## src/rtl/mdm_pkg.sv

```systemverilog
package mdm_pkg;
  localparam int MCR_DTR  = 0;
  localparam int MCR_RTS  = 1;
  localparam int MCR_OUT1 = 2;
  localparam int MCR_OUT2 = 3;
  localparam int MCR_LOOP = 4;
  localparam int MCR_KEEP = 5;

  // Packed so that the order matches status bits 7..4.
  typedef struct packed {
    logic dcd;
    logic ri;
    logic dsr;
    logic cts;
  } mdm_lines_t;

  // Packed so that the order matches status bits 3..0.
  typedef struct packed {
    logic ddcd;
    logic teri;
    logic ddsr;
    logic dcts;
  } mdm_delta_t;
endpackage

```

## src/rtl/mdm_ctrl_reg.sv

```systemverilog
module mdm_ctrl_reg #(
  parameter int REG_W  = 8,
  parameter int KEEP_W = 5
) (
  input  logic             clk,
  input  logic             rst,
  input  logic             wr_en,
  input  logic [REG_W-1:0] wr_data,
  output logic [REG_W-1:0] mcr_masked,
  output logic [REG_W-1:0] mcr_q
);
  localparam logic [REG_W-1:0] KEEP_MASK = REG_W'((1 << KEEP_W) - 1);

  assign mcr_masked = wr_data & KEEP_MASK;

  always_ff @(posedge clk) begin
    if (rst) begin
      mcr_q <= '0;
    end else if (wr_en) begin
      mcr_q <= mcr_masked;
    end
  end
endmodule

```

## src/rtl/mdm_line_map.sv

```systemverilog
module mdm_line_map
  import mdm_pkg::*;
#(
  parameter int         REG_W      = 8,
  parameter logic [3:0] IDLE_LINES = 4'b1010
) (
  input  logic [REG_W-1:0] mcr_val,
  output mdm_lines_t       lines
);
  mdm_lines_t loop_lines;

  always_comb begin
    loop_lines.cts = mcr_val[MCR_RTS];
    loop_lines.dsr = mcr_val[MCR_DTR];
    loop_lines.ri  = mcr_val[MCR_OUT1];
    loop_lines.dcd = mcr_val[MCR_OUT2];
  end

  assign lines = mcr_val[MCR_LOOP] ? loop_lines : mdm_lines_t'(IDLE_LINES);
endmodule

```

## src/rtl/mdm_delta_track.sv

```systemverilog
module mdm_delta_track
  import mdm_pkg::*;
#(
  parameter logic [3:0] IDLE_LINES = 4'b1010
) (
  input  logic       clk,
  input  logic       rst,
  input  logic       wr_en,
  input  logic       rd_en,
  input  mdm_lines_t new_lines,
  output logic [7:0] msr_q,
  output logic       pend_q
);
  mdm_lines_t old_lines;
  mdm_delta_t old_delta;
  mdm_delta_t seen;
  mdm_delta_t delta_nx;
  mdm_lines_t lines_nx;

  assign old_lines = mdm_lines_t'(msr_q[7:4]);
  assign old_delta = mdm_delta_t'(msr_q[3:0]);

  always_comb begin
    seen.dcts = old_lines.cts ^ new_lines.cts;
    seen.ddsr = old_lines.dsr ^ new_lines.dsr;
    seen.ddcd = old_lines.dcd ^ new_lines.dcd;
    seen.teri = old_lines.ri & ~new_lines.ri;

    delta_nx = rd_en ? mdm_delta_t'(4'b0000) : old_delta;
    lines_nx = old_lines;
    if (wr_en) begin
      delta_nx = delta_nx | seen;
      lines_nx = new_lines;
    end
  end

  always_ff @(posedge clk) begin
    if (rst) begin
      msr_q  <= {IDLE_LINES, 4'b0000};
      pend_q <= 1'b0;
    end else begin
      msr_q  <= {lines_nx, delta_nx};
      pend_q <= |delta_nx;
    end
  end
endmodule

```

## src/rtl/mdm_ctrl_status.sv

```systemverilog
module mdm_ctrl_status
  import mdm_pkg::*;
#(
  parameter int         REG_W      = 8,
  parameter logic [3:0] IDLE_LINES = 4'b1010
) (
  input  logic             clk,
  input  logic             rst,
  input  logic             mcr_wr,
  input  logic [REG_W-1:0] mcr_wdata,
  input  logic             msr_rd,
  output logic [REG_W-1:0] mcr_q,
  output logic [7:0]       msr_q,
  output logic             delta_pend
);
  logic [REG_W-1:0] mcr_next;
  mdm_lines_t       next_lines;

  mdm_ctrl_reg #(.REG_W(REG_W), .KEEP_W(MCR_KEEP)) u_ctrl (
    .clk        (clk),
    .rst        (rst),
    .wr_en      (mcr_wr),
    .wr_data    (mcr_wdata),
    .mcr_masked (mcr_next),
    .mcr_q      (mcr_q)
  );

  mdm_line_map #(.REG_W(REG_W), .IDLE_LINES(IDLE_LINES)) u_map (
    .mcr_val (mcr_next),
    .lines   (next_lines)
  );

  mdm_delta_track #(.IDLE_LINES(IDLE_LINES)) u_track (
    .clk       (clk),
    .rst       (rst),
    .wr_en     (mcr_wr),
    .rd_en     (msr_rd),
    .new_lines (next_lines),
    .msr_q     (msr_q),
    .pend_q    (delta_pend)
  );
endmodule

```

## config.mk

```make
export PLATFORM = sky130hd
export DESIGN_NAME = mdm_ctrl_status
export DESIGN_NICKNAME = d
export VERILOG_FILES = /design/src/rtl/mdm_pkg.sv /design/src/rtl/mdm_ctrl_reg.sv /design/src/rtl/mdm_line_map.sv /design/src/rtl/mdm_delta_track.sv /design/src/rtl/mdm_ctrl_status.sv
export SDC_FILE = /design/constraint.sdc
export NUM_CORES = 1
export LEC_CHECK = 0
export BUFFER_PORTS_ARGS = -buffer_cell sky130_fd_sc_hd__buf_2
export CAP_MARGIN = 0
export CELL_PAD_IN_SITES_DETAIL_PLACEMENT = 1
export CELL_PAD_IN_SITES_GLOBAL_PLACEMENT = 1
export CORE_MARGIN = 2
export CORE_UTILIZATION = 32
export CTS_CLUSTER_SIZE = 24
export DETAILED_ROUTE_END_ITERATION = 7
export GPL_TIMING_DRIVEN = 1
export PLACE_DENSITY_LB_ADDON = 0.12
export SLEW_MARGIN = 30
export SYNTH_ARGS = -nofsm -noshare
export SYNTH_HDL_FRONTEND = slang
export SYNTH_SLANG_ARGS = --single-unit
```

## constraint.sdc

```tcl
create_clock -name clk -period 1.2 [get_ports clk]
set_input_delay 0.18 -clock clk [delete_from_list [all_inputs] [get_ports clk]]
set_output_delay 0.18 -clock clk [all_outputs]
set_load 0.02 [all_outputs]
```

Yosys cells after proc, flatten, opt, wreduce, memory -nomap -nowiden
Cells that the tools add are included.

word-level totals
  output and inout port bits = 17
  logic and storage cells = 14
  bits of input ports = 12
  flip-flop bits (word level) = 14

cells by class
  reductions and logical operators = 1
  bitwise operators = 6
  muxes and demuxes = 3

operator list
  kind             number
  $mux 4           3
  $or 4x4->4       1
  $reduce_or 4->1  1
  $xor 1x1->1      3
  $and 1x1->1      1
  $not 1->1        1

Depth between registers and ports, before layout
Gate-level depths: netlist of the first run.

  word-level depth = 6
  gate-level depth with buffers = 4

Modules after synthesis
From an unflattened synthesis of the first run, not the netlist that was laid out.

unflattened totals
  cell total of the unflattened synthesis = 65
  area, all modules = 640.6 sq um

modules (own cells, without submodules)
  module           area each (sq um)  instances  cells each
  mdm_delta_track  349.1              1          33
  mdm_ctrl_reg     266.5              1          28
  mdm_line_map     25.0               1          4

Worst setup path before layout of the first run
No wires, ideal clock.

  path type = reg-to-reg
  start = reg u_track.msr_q[4]
  end = reg u_track.pend_q
  path buffers = 0
  required time = 1,060 ps
  period minus slack after synthesis = 1,128 ps
  path slack = 72 ps
  cell stages (with the launch flop) = 4
  data arrival time = 988 ps
  setup time = 140 ps
  cell sequence = dfxtp_1 and4b_1 a221oi_2 a41oi_1

between the ends
  longest elaborated chain between the ends = 4

RTL lines
  what                    line                   source
  start, declared         mdm_delta_track.sv:11  output logic [7:0] msr_q,
  start signal, assigned  mdm_delta_track.sv:39  msr_q <= {IDLE_LINES, 4'b0000};
  start signal, assigned  mdm_delta_track.sv:42  msr_q <= {lines_nx, delta_nx};
  $xor 1x1->1             mdm_delta_track.sv:24  seen.dcts = old_lines.cts ^ new_lines.cts;
  $or 4x4->4              mdm_delta_track.sv:32  delta_nx = delta_nx | seen;
  $mux 4                  mdm_delta_track.sv:31  if (wr_en) begin
  $reduce_or 4->1         mdm_delta_track.sv:43  pend_q <= |delta_nx;
  end signal, assigned    mdm_delta_track.sv:43
  end, declared           mdm_delta_track.sv:12  output logic pend_q

No other way between the ends.
A chain may end at the register's enable or synchronous reset.

Worst setup path after layout of the first run
Same ends and word-level chain as after synthesis.

==> metrics.txt, run 1 <==
# TYPE chip_impl_metric gauge
chip_impl_info{name="setup.worst_path.class",value="flop to flop"} 1
chip_impl_info{name="run_status",value="finished clean"} 1
chip_impl_metric{name="wl_per_cell",unit="um"} 12.05
chip_impl_info{name="critical_path.reg2reg.startpoint",value="u_track.msr_q[4]"} 1
chip_impl_metric{name="detailedRoute.firstIterationViolations",unit=""} 9
chip_impl_metric{name="postPlaceCellArea",unit="sq um"} 732.0
chip_impl_metric{name="clockBufferDepth",unit=""} 2
chip_impl_metric{name="max_freq",unit="GHz"} 0.9567
chip_impl_metric{name="hold_viol",unit=""} 0
chip_impl_metric{name="layout.core_utilization",unit="%"} 42.32
chip_impl_metric{name="placement.io_buffers",unit=""} 22
chip_impl_metric{name="synth-compound-area-share",unit="%"} 14.43
chip_impl_metric{name="synth_sequential_area_ratio",unit="%"} 44.89
chip_impl_metric{name="post_synth_num_cell_types",unit=""} 19
chip_impl_metric{name="drc_errors",unit=""} 0
chip_impl_metric{name="cp_data_required_time",unit="ns"} 1.34
chip_impl_metric{name="power.static_leakage",unit="nW"} 0.3654
chip_impl_metric{name="cts_post_setup_buffers_inserted",unit=""} 0
chip_impl_metric{name="htreeDepth",unit=""} 1
chip_impl_metric{name="insertion_delay",unit="ns"} 0.27
chip_impl_info{name="worstReg2RegEnd",value="u_track.pend_q"} 1
chip_impl_metric{name="synth-simple-area-share",unit="%"} 22.44
chip_impl_metric{name="top_level_pins",unit=""} 29
chip_impl_metric{name="multi_input_comb_area",unit="sq um"} 291.5
chip_impl_metric{name="routabilityCongestion",unit=""} 0.6726
chip_impl_info{name="hold_path_end",value="u_ctrl.mcr_q[0]"} 1
chip_impl_metric{name="clock_skew",unit="ns"} 0.0009639
chip_impl_metric{name="grt_start_max_net_pins",unit=""} 15
chip_impl_metric{name="clock-sinks",unit=""} 14
chip_impl_metric{name="min_path_cells",unit=""} 3
chip_impl_info{name="cts.root.buffer_cell",value="sky130_fd_sc_hd__clkbuf_4"} 1
chip_impl_metric{name="post_synth_mux_area_share",unit="%"} 8.016
chip_impl_metric{name="first_pass_grt_wire_length",unit="mm"} 1.987
chip_impl_metric{name="dieWidth",unit="um"} 48.17
chip_impl_metric{name="power_per_cell_area",unit="nW/um^2"} 1243
chip_impl_info{name="rsz0062_at_grt",value="no"} 1
chip_impl_metric{name="final.period_utilization",unit="%"} 87.10
chip_impl_metric{name="drive_above_1_share",unit="%"} 36.90
chip_impl_metric{name="fp.dieH",unit="um"} 48.17
chip_impl_info{name="synth_top_family_by_area",value="simple AND/OR/NAND/NOR gates"} 1
chip_impl_metric{name="drtPass1Iterations",unit=""} 2
chip_impl_metric{name="final_period_minus_worst_setup_slack",unit="ns"} 1.045
chip_impl_info{name="cts_tree",value="done"} 1
chip_impl_metric{name="layout.nets",unit=""} 98
chip_impl_metric{name="area_occupied_by_registers",unit="sq um"} 280.3
chip_impl_info{name="most-common-layout-cells",value="sky130_fd_sc_hd__buf_2 (22), sky130_fd_sc_hd__dfxtp_1 (14), sky130_fd_sc_hd__nor2_1 (9)"} 1
chip_impl_metric{name="synthToLayoutAreaGrowth",unit="%"} 20.84
chip_impl_metric{name="critPathArrivalTime",unit="ns"} 1.19
chip_impl_metric{name="globalRouteTotalUtil",unit="%"} 12.92
chip_impl_metric{name="drtAntennaViolNets",unit=""} 0
chip_impl_metric{name="cts_resized",unit=""} 0
chip_impl_metric{name="cts_made_buffers",unit=""} 3
chip_impl_info{name="hp-start",value="mcr_wdata[0]"} 1
chip_impl_metric{name="worst_ir_drop_vdd",unit="V"} 0.0005717
chip_impl_metric{name="synth-seq-cells",unit=""} 14
chip_impl_metric{name="dp_hpwl",unit="um"} 971.1
chip_impl_metric{name="max_cap_viol_count",unit=""} 0
chip_impl_metric{name="finalSetupViolations",unit=""} 0
chip_impl_metric{name="detailed_route_wl",unit="mm"} 1.313
chip_impl_metric{name="synth-adder-area-share",unit="%"} 0
chip_impl_metric{name="core_area",unit="sq um"} 1783
chip_impl_metric{name="floorplan.rows",unit=""} 15
chip_impl_metric{name="first_global_vias",unit=""} 446
chip_impl_metric{name="globalRoute.totalOverflow",unit=""} 0
chip_impl_metric{name="rrSetupSlack",unit="ns"} 0.15
chip_impl_metric{name="cts_hold_repair.buffers",unit=""} 0
chip_impl_info{name="worst_hold_path_type",value="input port to flop"} 1
chip_impl_metric{name="synth_xor_area_share",unit="%"} 0
chip_impl_info{name="layout.cells.most_common",value="sky130_fd_sc_hd__buf_2"} 1
chip_impl_metric{name="synth-warning-count",unit=""} 0
chip_impl_metric{name="mappedNetlistArea",unit="sq um"} 624.3
chip_impl_metric{name="drt-vias-per-instance",unit=""} 4.697
chip_impl_metric{name="start_util",unit="%"} 35.02
chip_impl_metric{name="grt_antenna_before_repair",unit=""} 0
chip_impl_metric{name="n_fill_cell",unit=""} 229
chip_impl_info{name="startpoint_type",value="flop"} 1
chip_impl_metric{name="route.vias.total",unit=""} 512
chip_impl_info{name="timing.critical_path.to_type",value="flop"} 1
chip_impl_metric{name="antenna_cells_inserted",unit=""} 0
chip_impl_metric{name="finalMaxSlewViolations",unit=""} 0
chip_impl_metric{name="stdcell_area",unit="sq um"} 754.5
chip_impl_metric{name="syn_inst_count",unit=""} 62
chip_impl_metric{name="worst-path-max-fanout",unit=""} 4
chip_impl_metric{name="fin_setup_tns",unit="ns"} 0
chip_impl_metric{name="die_area",unit="sq um"} 2320
chip_impl_metric{name="path_clk_slew",unit="ns"} 0.08
chip_impl_metric{name="syn_area_per_cell",unit="sq um"} 10.07
chip_impl_metric{name="reg2reg_depth",unit=""} 3
-- metal layers --
metal / GRT usage [%] / routed length (um) / vias to the layer above
met5: 0 / 0 / -
met4: 8.108 / 23 / 0
li1: - / - / 253
met2: 19.74 / 587 / 15
met1: 16.10 / 627 / 242
met3: 3.333 / 75 / 2
-- area by class of cell --
type                    instances  share of cell area [%]
repair buffers                 24                   16.58
inverters                       1                  0.4975
flip-flops and latches         14                   37.15
clock buffers                   3                   2.985
multi-input cells              42                   38.64
well taps                      25                   4.146
-- cells by family after synthesis --
group / Yosys count
muxes: 5
buffers and inverters: 8
DFF: 14
other: 1
AOI/OAI and AO/OA: 9
and+or+nand+nor: 25
-- through the flow --
stage / worst slack [ns] / total power, mW / hold slack [ns] / instances
global route: 0.07677 / 0.9907 / 0.1977 / 109
finish: 0.1548 / 0.9379 / 0.1693 / 109
global placement: 0.1090 / 0.6899 / 0.4438 / 106
CTS: 0.1245 / 0.9591 / 0.1612 / 109
floorplan: 0.07197 / 0.6459 / 0.2491 / 64
detailed placement: 0.1225 / 0.6927 / 0.4572 / 106
-- flip-flops by register name, summed over array words and instances, names as in the netlist --
name,flops
u_ctrl.mcr_q,5
u_track.msr_q,8
u_track.pend_q,1
-- synthesized netlist by cell type --
| cell | n | area share (%) |
|---|---|---|
| sky130_fd_sc_hd__buf_6 | 2 | 3.6 |
| sky130_fd_sc_hd__a41oi_1 | 1 | 1.4 |
| sky130_fd_sc_hd__clkbuf_1 | 1 | 0.60 |
| sky130_fd_sc_hd__conb_1 | 1 | 0.60 |
| sky130_fd_sc_hd__nand2b_1 | 4 | 4.0 |
| sky130_fd_sc_hd__buf_4 | 4 | 4.8 |
| sky130_fd_sc_hd__a21oi_1 | 2 | 1.6 |
| sky130_fd_sc_hd__a211o_1 | 2 | 2.8 |
| sky130_fd_sc_hd__nor2_1 | 9 | 5.4 |
| sky130_fd_sc_hd__dfxtp_1 | 14 | 45 |
| sky130_fd_sc_hd__inv_1 | 1 | 0.60 |
| sky130_fd_sc_hd__and4b_1 | 3 | 4.8 |
| sky130_fd_sc_hd__and2_4 | 1 | 1.4 |
| sky130_fd_sc_hd__nand3_1 | 2 | 1.6 |
| sky130_fd_sc_hd__nor2b_1 | 4 | 4.0 |
| sky130_fd_sc_hd__nand2_1 | 2 | 1.2 |
| sky130_fd_sc_hd__mux2i_1 | 5 | 8.0 |
| sky130_fd_sc_hd__a221oi_2 | 3 | 7.2 |
| sky130_fd_sc_hd__a32oi_1 | 1 | 1.4 |
-- worst max-delay path by stage --
stage,start,endpoint,slack (ns),cells past startpoint
floorplan,u_track.msr_q[4],u_track.pend_q,0.07,3
global placement,mcr_wr,u_track.pend_q,0.11,4
detailed placement,mcr_wr,u_track.pend_q,0.12,4
CTS,u_track.msr_q[4],u_track.pend_q,0.12,3
global route,u_track.msr_q[4],u_track.pend_q,0.08,3
finish,u_track.msr_q[4],u_track.pend_q,0.15,3
-- where the power goes --
group	internal (mW)	switching (mW)
registers	0.491	0.0140
logic	0.0685	0.106
clock network	0.116	0.142
-- critical path, stage by stage (launching register included) --
cell and delay, ns:
sky130_fd_sc_hd__dfxtp_1 0.36, sky130_fd_sc_hd__and4b_1 0.21, sky130_fd_sc_hd__a221oi_2 0.21, sky130_fd_sc_hd__a41oi_1 0.14
Power figures use the tool's default switching activity.
==> run 2: changes to the inputs <==
==> constraint.sdc (replaced) <==
create_clock -name clk -period 1.2 [get_ports clk]
set_input_delay 0.3 -clock clk [delete_from_list [all_inputs] [get_ports clk]]
set_output_delay 0.3 -clock clk [all_outputs]
set_load 0.02 [all_outputs]
==> metrics.txt, run 2 (same netlist as run 1, synthesis figures left out) <==
# TYPE chip_impl_metric gauge
chip_impl_metric{name="largest_register_ff_count",unit=""} 8
chip_impl_metric{name="drt-vias-per-instance",unit=""} 4.673
chip_impl_metric{name="n_fill_cell",unit=""} 236
chip_impl_metric{name="layout.core_utilization",unit="%"} 42.74
chip_impl_info{name="regMostFlops",value="u_track.msr_q"} 1
chip_impl_metric{name="synthToLayoutAreaGrowth",unit="%"} 22.04
chip_impl_metric{name="floorplan.rows",unit=""} 15
chip_impl_metric{name="clockBufferDepth",unit=""} 2
chip_impl_metric{name="globalRoute.totalOverflow",unit=""} 0
chip_impl_metric{name="power.static_leakage",unit="nW"} 0.3702
chip_impl_metric{name="cts_made_buffers",unit=""} 3
chip_impl_metric{name="detailed_route_wl",unit="mm"} 1.343
chip_impl_info{name="cts.root.buffer_cell",value="sky130_fd_sc_hd__clkbuf_4"} 1
chip_impl_metric{name="drtPass1Iterations",unit=""} 2
chip_impl_info{name="worstPathCellList",value="buf_2"} 1
chip_impl_metric{name="wl_per_cell",unit="um"} 12.21
chip_impl_metric{name="layout.nets",unit=""} 99
chip_impl_metric{name="cts_hold_repair.buffers",unit=""} 0
chip_impl_metric{name="slowest_delay",unit="ns"} 0.37
chip_impl_metric{name="dp_hpwl",unit="mm"} 1.032
chip_impl_metric{name="grt_antenna_before_repair",unit=""} 0
chip_impl_metric{name="core_area",unit="sq um"} 1783
chip_impl_metric{name="drc_errors",unit=""} 0
chip_impl_metric{name="critPathArrivalTime",unit="ns"} 0.83
chip_impl_metric{name="placement.io_buffers",unit=""} 22
chip_impl_metric{name="area_occupied_by_registers",unit="sq um"} 280.3
chip_impl_metric{name="finalMaxSlewViolations",unit=""} 0
chip_impl_metric{name="cp_data_required_time",unit="ns"} 0.90
chip_impl_metric{name="worst-path-max-fanout",unit=""} 4
chip_impl_metric{name="route.vias.total",unit=""} 514
chip_impl_metric{name="drive_above_1_share",unit="%"} 37.65
chip_impl_metric{name="first_global_vias",unit=""} 488
chip_impl_metric{name="routabilityCongestion",unit=""} 0.6708
chip_impl_info{name="critPathSlowestCell",value="sky130_fd_sc_hd__dfxtp_1"} 1
chip_impl_info{name="rsz0062_at_grt",value="no"} 1
chip_impl_metric{name="htreeDepth",unit=""} 1
chip_impl_info{name="setup.worst_path.class",value="flop to output pin"} 1
chip_impl_info{name="timing.critical_path.to_type",value="output pin"} 1
chip_impl_info{name="run_status",value="finished clean"} 1
chip_impl_metric{name="final.period_utilization",unit="%"} 93.77
chip_impl_metric{name="top_level_pins",unit=""} 29
chip_impl_metric{name="clock-sinks",unit=""} 14
chip_impl_info{name="most-common-layout-cells",value="sky130_fd_sc_hd__buf_2 (22), sky130_fd_sc_hd__dfxtp_1 (14), sky130_fd_sc_hd__nor2_1 (9)"} 1
chip_impl_metric{name="antenna_cells_inserted",unit=""} 0
chip_impl_metric{name="cts_resized",unit=""} 0
chip_impl_metric{name="cts_post_setup_buffers_inserted",unit=""} 0
chip_impl_metric{name="fin_setup_tns",unit="ns"} 0
chip_impl_metric{name="detailedRoute.firstIterationViolations",unit=""} 3
chip_impl_metric{name="final_period_minus_worst_setup_slack",unit="ns"} 1.125
chip_impl_metric{name="path_clk_slew",unit="ns"} 0.08
chip_impl_info{name="critical_path.top_delay_family",value="flip-flops"} 1
chip_impl_metric{name="multi_input_comb_area",unit="sq um"} 291.5
chip_impl_info{name="largest_registers",value="u_track.msr_q: 8 flops, u_ctrl.mcr_q: 5 flops, u_track.pend_q: 1 flops"} 1
chip_impl_metric{name="drtAntennaViolNets",unit=""} 0
chip_impl_metric{name="globalRouteTotalUtil",unit="%"} 14.36
chip_impl_metric{name="first_pass_grt_wire_length",unit="mm"} 2.228
chip_impl_metric{name="power_per_cell_area",unit="nW/um^2"} 1237
chip_impl_metric{name="finalSetupViolations",unit=""} 0
chip_impl_metric{name="hold_viol",unit=""} 0
chip_impl_metric{name="worst_ir_drop_vdd",unit="V"} 0.0005081
chip_impl_metric{name="final.hold.worst_slack",unit="ns"} 0.2869
chip_impl_metric{name="dieWidth",unit="um"} 48.17
chip_impl_metric{name="start_util",unit="%"} 35.02
chip_impl_info{name="startpoint_type",value="flop"} 1
chip_impl_metric{name="insertion_delay",unit="ns"} 0.27
chip_impl_metric{name="clock_skew",unit="ns"} 0.004326
chip_impl_info{name="cts_tree",value="done"} 1
chip_impl_metric{name="max_cap_viol_count",unit=""} 0
chip_impl_metric{name="grt_start_max_net_pins",unit=""} 15
chip_impl_metric{name="max_freq",unit="GHz"} 0.8887
chip_impl_info{name="layout.cells.most_common",value="sky130_fd_sc_hd__buf_2"} 1
chip_impl_metric{name="fp.dieH",unit="um"} 48.17
chip_impl_metric{name="die_area",unit="sq um"} 2320
chip_impl_metric{name="critPathBufInv",unit=""} 1
chip_impl_info{name="worst_hold_path_type",value="input port to flop"} 1
run 2: cell type report:
type / instances / share of cell area (%)
Sequential cell: 14 / 36.78
Tap cell: 25 / 4.105
Inverter: 1 / 0.4926
Clock buffer: 3 / 2.956
Multi-Input combinational cell: 42 / 38.26
Timing Repair Buffer: 25 / 17.41
run 2: worst paths after layout:
kind | start | to | slack [ns] | cells after the start
max | u_track.msr_q[7] | msr_q[7] | 0.07 | 1
min | mcr_wdata[0] | u_ctrl.mcr_q[0] | 0.29 | 3
max reg2reg | u_track.msr_q[4] | u_track.pend_q | 0.14 | 3
min reg2reg | u_track.msr_q[6] | u_track.msr_q[6] | 0.49 | 2
run 2: metrics by stage:
step	power (mW)	setup slack, ns	cells	instance area, sq um
2_1_floorplan	0.6459	0.07197	64	631.9
3_3_place_gp	0.6918	0.01510	107	739.5
3_5_place_dp	0.6969	0.02050	107	739.5
4_1_cts	0.9602	0.05900	110	762.0
5_1_grt	1.007	0.01619	110	762.0
6_report	0.9427	0.07475	110	762.0
run 2: per-layer routing:
| layer | GRT usage [%] | part of all wire, % | vias up |
|---|---|---|---|
| li1 | - | - | 258 |
| met1 | 18.14 | 45 | 235 |
| met2 | 21.58 | 48 | 17 |
| met3 | 3.333 | 5.5 | 4 |
| met4 | 9.730 | 1.9 | 0 |
| met5 | 0 | 0 | - |
run 2: report_power, final:
part           internal (mW)  total [mW]  leakage [nW]  switching [mW]
Clock                  0.116       0.259        0.0138           0.143
Combinational         0.0706       0.178         0.241           0.107
Sequential             0.491       0.506         0.115          0.0145
==> run 3: changes to the inputs <==
CORE_MARGIN = 1.5   (was 2)
==> metrics.txt, run 3 (same netlist as run 1, synthesis figures left out) <==
# TYPE chip_impl_metric gauge
chip_impl_metric{name="clockBufferDepth",unit=""} 2
chip_impl_info{name="largest_registers",value="u_track.msr_q: 8 flops, u_ctrl.mcr_q: 5 flops, u_track.pend_q: 1 flops"} 1
chip_impl_info{name="layout.cells.most_common",value="sky130_fd_sc_hd__buf_2"} 1
chip_impl_metric{name="cts_made_buffers",unit=""} 3
chip_impl_info{name="most-common-layout-cells",value="sky130_fd_sc_hd__buf_2 (22), sky130_fd_sc_hd__dfxtp_1 (14), sky130_fd_sc_hd__nor2_1 (9)"} 1
chip_impl_metric{name="wl_per_cell",unit="um"} 11.63
chip_impl_metric{name="globalRouteTotalUtil",unit="%"} 13.92
chip_impl_metric{name="grt_start_max_net_pins",unit=""} 15
chip_impl_metric{name="final.hold.worst_slack",unit="ns"} 0.2935
chip_impl_metric{name="layout.nets",unit=""} 99
chip_impl_metric{name="finalSetupViolations",unit=""} 0
chip_impl_info{name="timing.critical_path.to_type",value="output pin"} 1
chip_impl_info{name="startpoint_type",value="flop"} 1
chip_impl_metric{name="power.static_leakage",unit="nW"} 0.3773
chip_impl_metric{name="max_freq",unit="GHz"} 0.8840
chip_impl_metric{name="finalMaxSlewViolations",unit=""} 0
chip_impl_metric{name="hold_viol",unit=""} 0
chip_impl_metric{name="htreeDepth",unit=""} 1
chip_impl_info{name="cts_tree",value="done"} 1
chip_impl_metric{name="cts_resized",unit=""} 0
chip_impl_metric{name="critPathBufInv",unit=""} 1
chip_impl_metric{name="fin_setup_tns",unit="ns"} 0
chip_impl_metric{name="die_area",unit="sq um"} 2225
chip_impl_metric{name="final_period_minus_worst_setup_slack",unit="ns"} 1.131
chip_impl_metric{name="clock-sinks",unit=""} 14
chip_impl_metric{name="routabilityCongestion",unit=""} 0.6520
chip_impl_metric{name="final.period_utilization",unit="%"} 94.27
chip_impl_metric{name="drive_above_1_share",unit="%"} 38.37
chip_impl_metric{name="drtAntennaViolNets",unit=""} 0
chip_impl_metric{name="antenna_cells_inserted",unit=""} 0
chip_impl_metric{name="floorplan.rows",unit=""} 15
chip_impl_info{name="critPathSlowestCell",value="sky130_fd_sc_hd__dfxtp_1"} 1
chip_impl_metric{name="globalRoute.totalOverflow",unit=""} 0
chip_impl_metric{name="drt-vias-per-instance",unit=""} 4.532
chip_impl_metric{name="dieWidth",unit="um"} 47.17
chip_impl_metric{name="first_global_vias",unit=""} 471
chip_impl_metric{name="cts_post_setup_buffers_inserted",unit=""} 0
chip_impl_metric{name="worst-path-max-fanout",unit=""} 4
chip_impl_metric{name="route.vias.total",unit=""} 503
chip_impl_info{name="rsz0062_at_grt",value="no"} 1
chip_impl_metric{name="finalPower",unit="mW"} 1.020
chip_impl_info{name="worstPathCellList",value="buf_2"} 1
chip_impl_metric{name="cts_hold_repair.buffers",unit=""} 0
chip_impl_metric{name="top_level_pins",unit=""} 29
chip_impl_info{name="setup.worst_path.class",value="flop to output pin"} 1
chip_impl_metric{name="power_per_cell_area",unit="nW/um^2"} 1315
chip_impl_info{name="critical_path.top_delay_family",value="flip-flops"} 1
chip_impl_metric{name="clock_skew",unit="ns"} 0.002128
chip_impl_metric{name="placement.io_buffers",unit=""} 22
chip_impl_info{name="regMostFlops",value="u_track.msr_q"} 1
chip_impl_metric{name="max_cap_viol_count",unit=""} 0
chip_impl_info{name="cts.root.buffer_cell",value="sky130_fd_sc_hd__clkbuf_4"} 1
chip_impl_metric{name="start_util",unit="%"} 35.02
chip_impl_metric{name="cp_data_required_time",unit="ns"} 0.90
chip_impl_metric{name="insertion_delay",unit="ns"} 0.28
chip_impl_metric{name="detailedRoute.firstIterationViolations",unit=""} 5
chip_impl_metric{name="drtPass1Iterations",unit=""} 4
chip_impl_metric{name="synthToLayoutAreaGrowth",unit="%"} 24.25
chip_impl_metric{name="path_clk_slew",unit="ns"} 0.09
chip_impl_metric{name="core_area",unit="sq um"} 1783
chip_impl_info{name="worst_hold_path_type",value="input port to flop"} 1
chip_impl_metric{name="worst_ir_drop_vdd",unit="V"} 0.0007327
chip_impl_metric{name="dp_hpwl",unit="um"} 983.9
chip_impl_metric{name="largest_register_ff_count",unit=""} 8
chip_impl_metric{name="first_pass_grt_wire_length",unit="mm"} 2.118
chip_impl_metric{name="drc_errors",unit=""} 0
chip_impl_info{name="run_status",value="finished clean"} 1
chip_impl_metric{name="slowest_delay",unit="ns"} 0.37
chip_impl_metric{name="critPathArrivalTime",unit="ns"} 0.83
chip_impl_metric{name="detailed_route_wl",unit="mm"} 1.291
chip_impl_metric{name="fp.dieH",unit="um"} 47.17
chip_impl_metric{name="grt_antenna_before_repair",unit=""} 0
run 3: changes by cell type in the layout (fill, tap and decap cells not counted):
cell / delta
sky130_fd_sc_hd__clkbuf_8: +1
run 3: layout make-up:
| class | count | area (sq um) |
|---|---|---|
| sequential | 14 | 280.3 |
| multi-input combinational | 42 | 291.5 |
| tap | 25 | 31.28 |
| fill | 229 | 1007 |
| timing repair buffer | 25 | 132.6 |
| clock buffer | 4 | 36.28 |
| inverter | 1 | 3.754 |
run 3: worst paths after layout:
| kind | from | endpoint | slack, ns | depth (start not counted) |
|---|---|---|---|---|
| max | u_track.msr_q[7] | msr_q[7] | 0.07 | 1 |
| min | mcr_wdata[0] | u_ctrl.mcr_q[0] | 0.29 | 3 |
| max reg2reg | u_track.msr_q[4] | u_track.pend_q | 0.15 | 3 |
| min reg2reg | u_ctrl.mcr_q[0] | u_ctrl.mcr_q[0] | 0.50 | 2 |
run 3: metal layers:
| metal | up-vias | track usage (%) | wire [um] |
|---|---|---|---|
| li1 | 259 | - | - |
| met1 | 228 | 18.66 | 615 |
| met2 | 14 | 20.00 | 594 |
| met3 | 2 | 5.769 | 69 |
| met4 | 0 | 5.000 | 10 |
| met5 | - | 0 | 0 |
run 3: report_power, final:
group	leakage, nW	switching, mW	total [mW]	internal, mW
Clock	0.0210	0.154	0.338	0.185
Sequential	0.115	0.0142	0.506	0.491
Combinational	0.241	0.106	0.176	0.0706
Total	0.377	0.274	1.02	0.746
run 3: through the flow:
step	util [%]	std cells	cell area [sq um]	setup slack [ns]
after global routing	43.51	111	775.7	0.01047
after detailed placement	41.47	107	739.5	0.02756
final	43.51	111	775.7	0.06876
after CTS	43.51	111	775.7	0.04404
after floorplan	-	64	631.9	0.07197
after global placement	41.47	107	739.5	0.03293
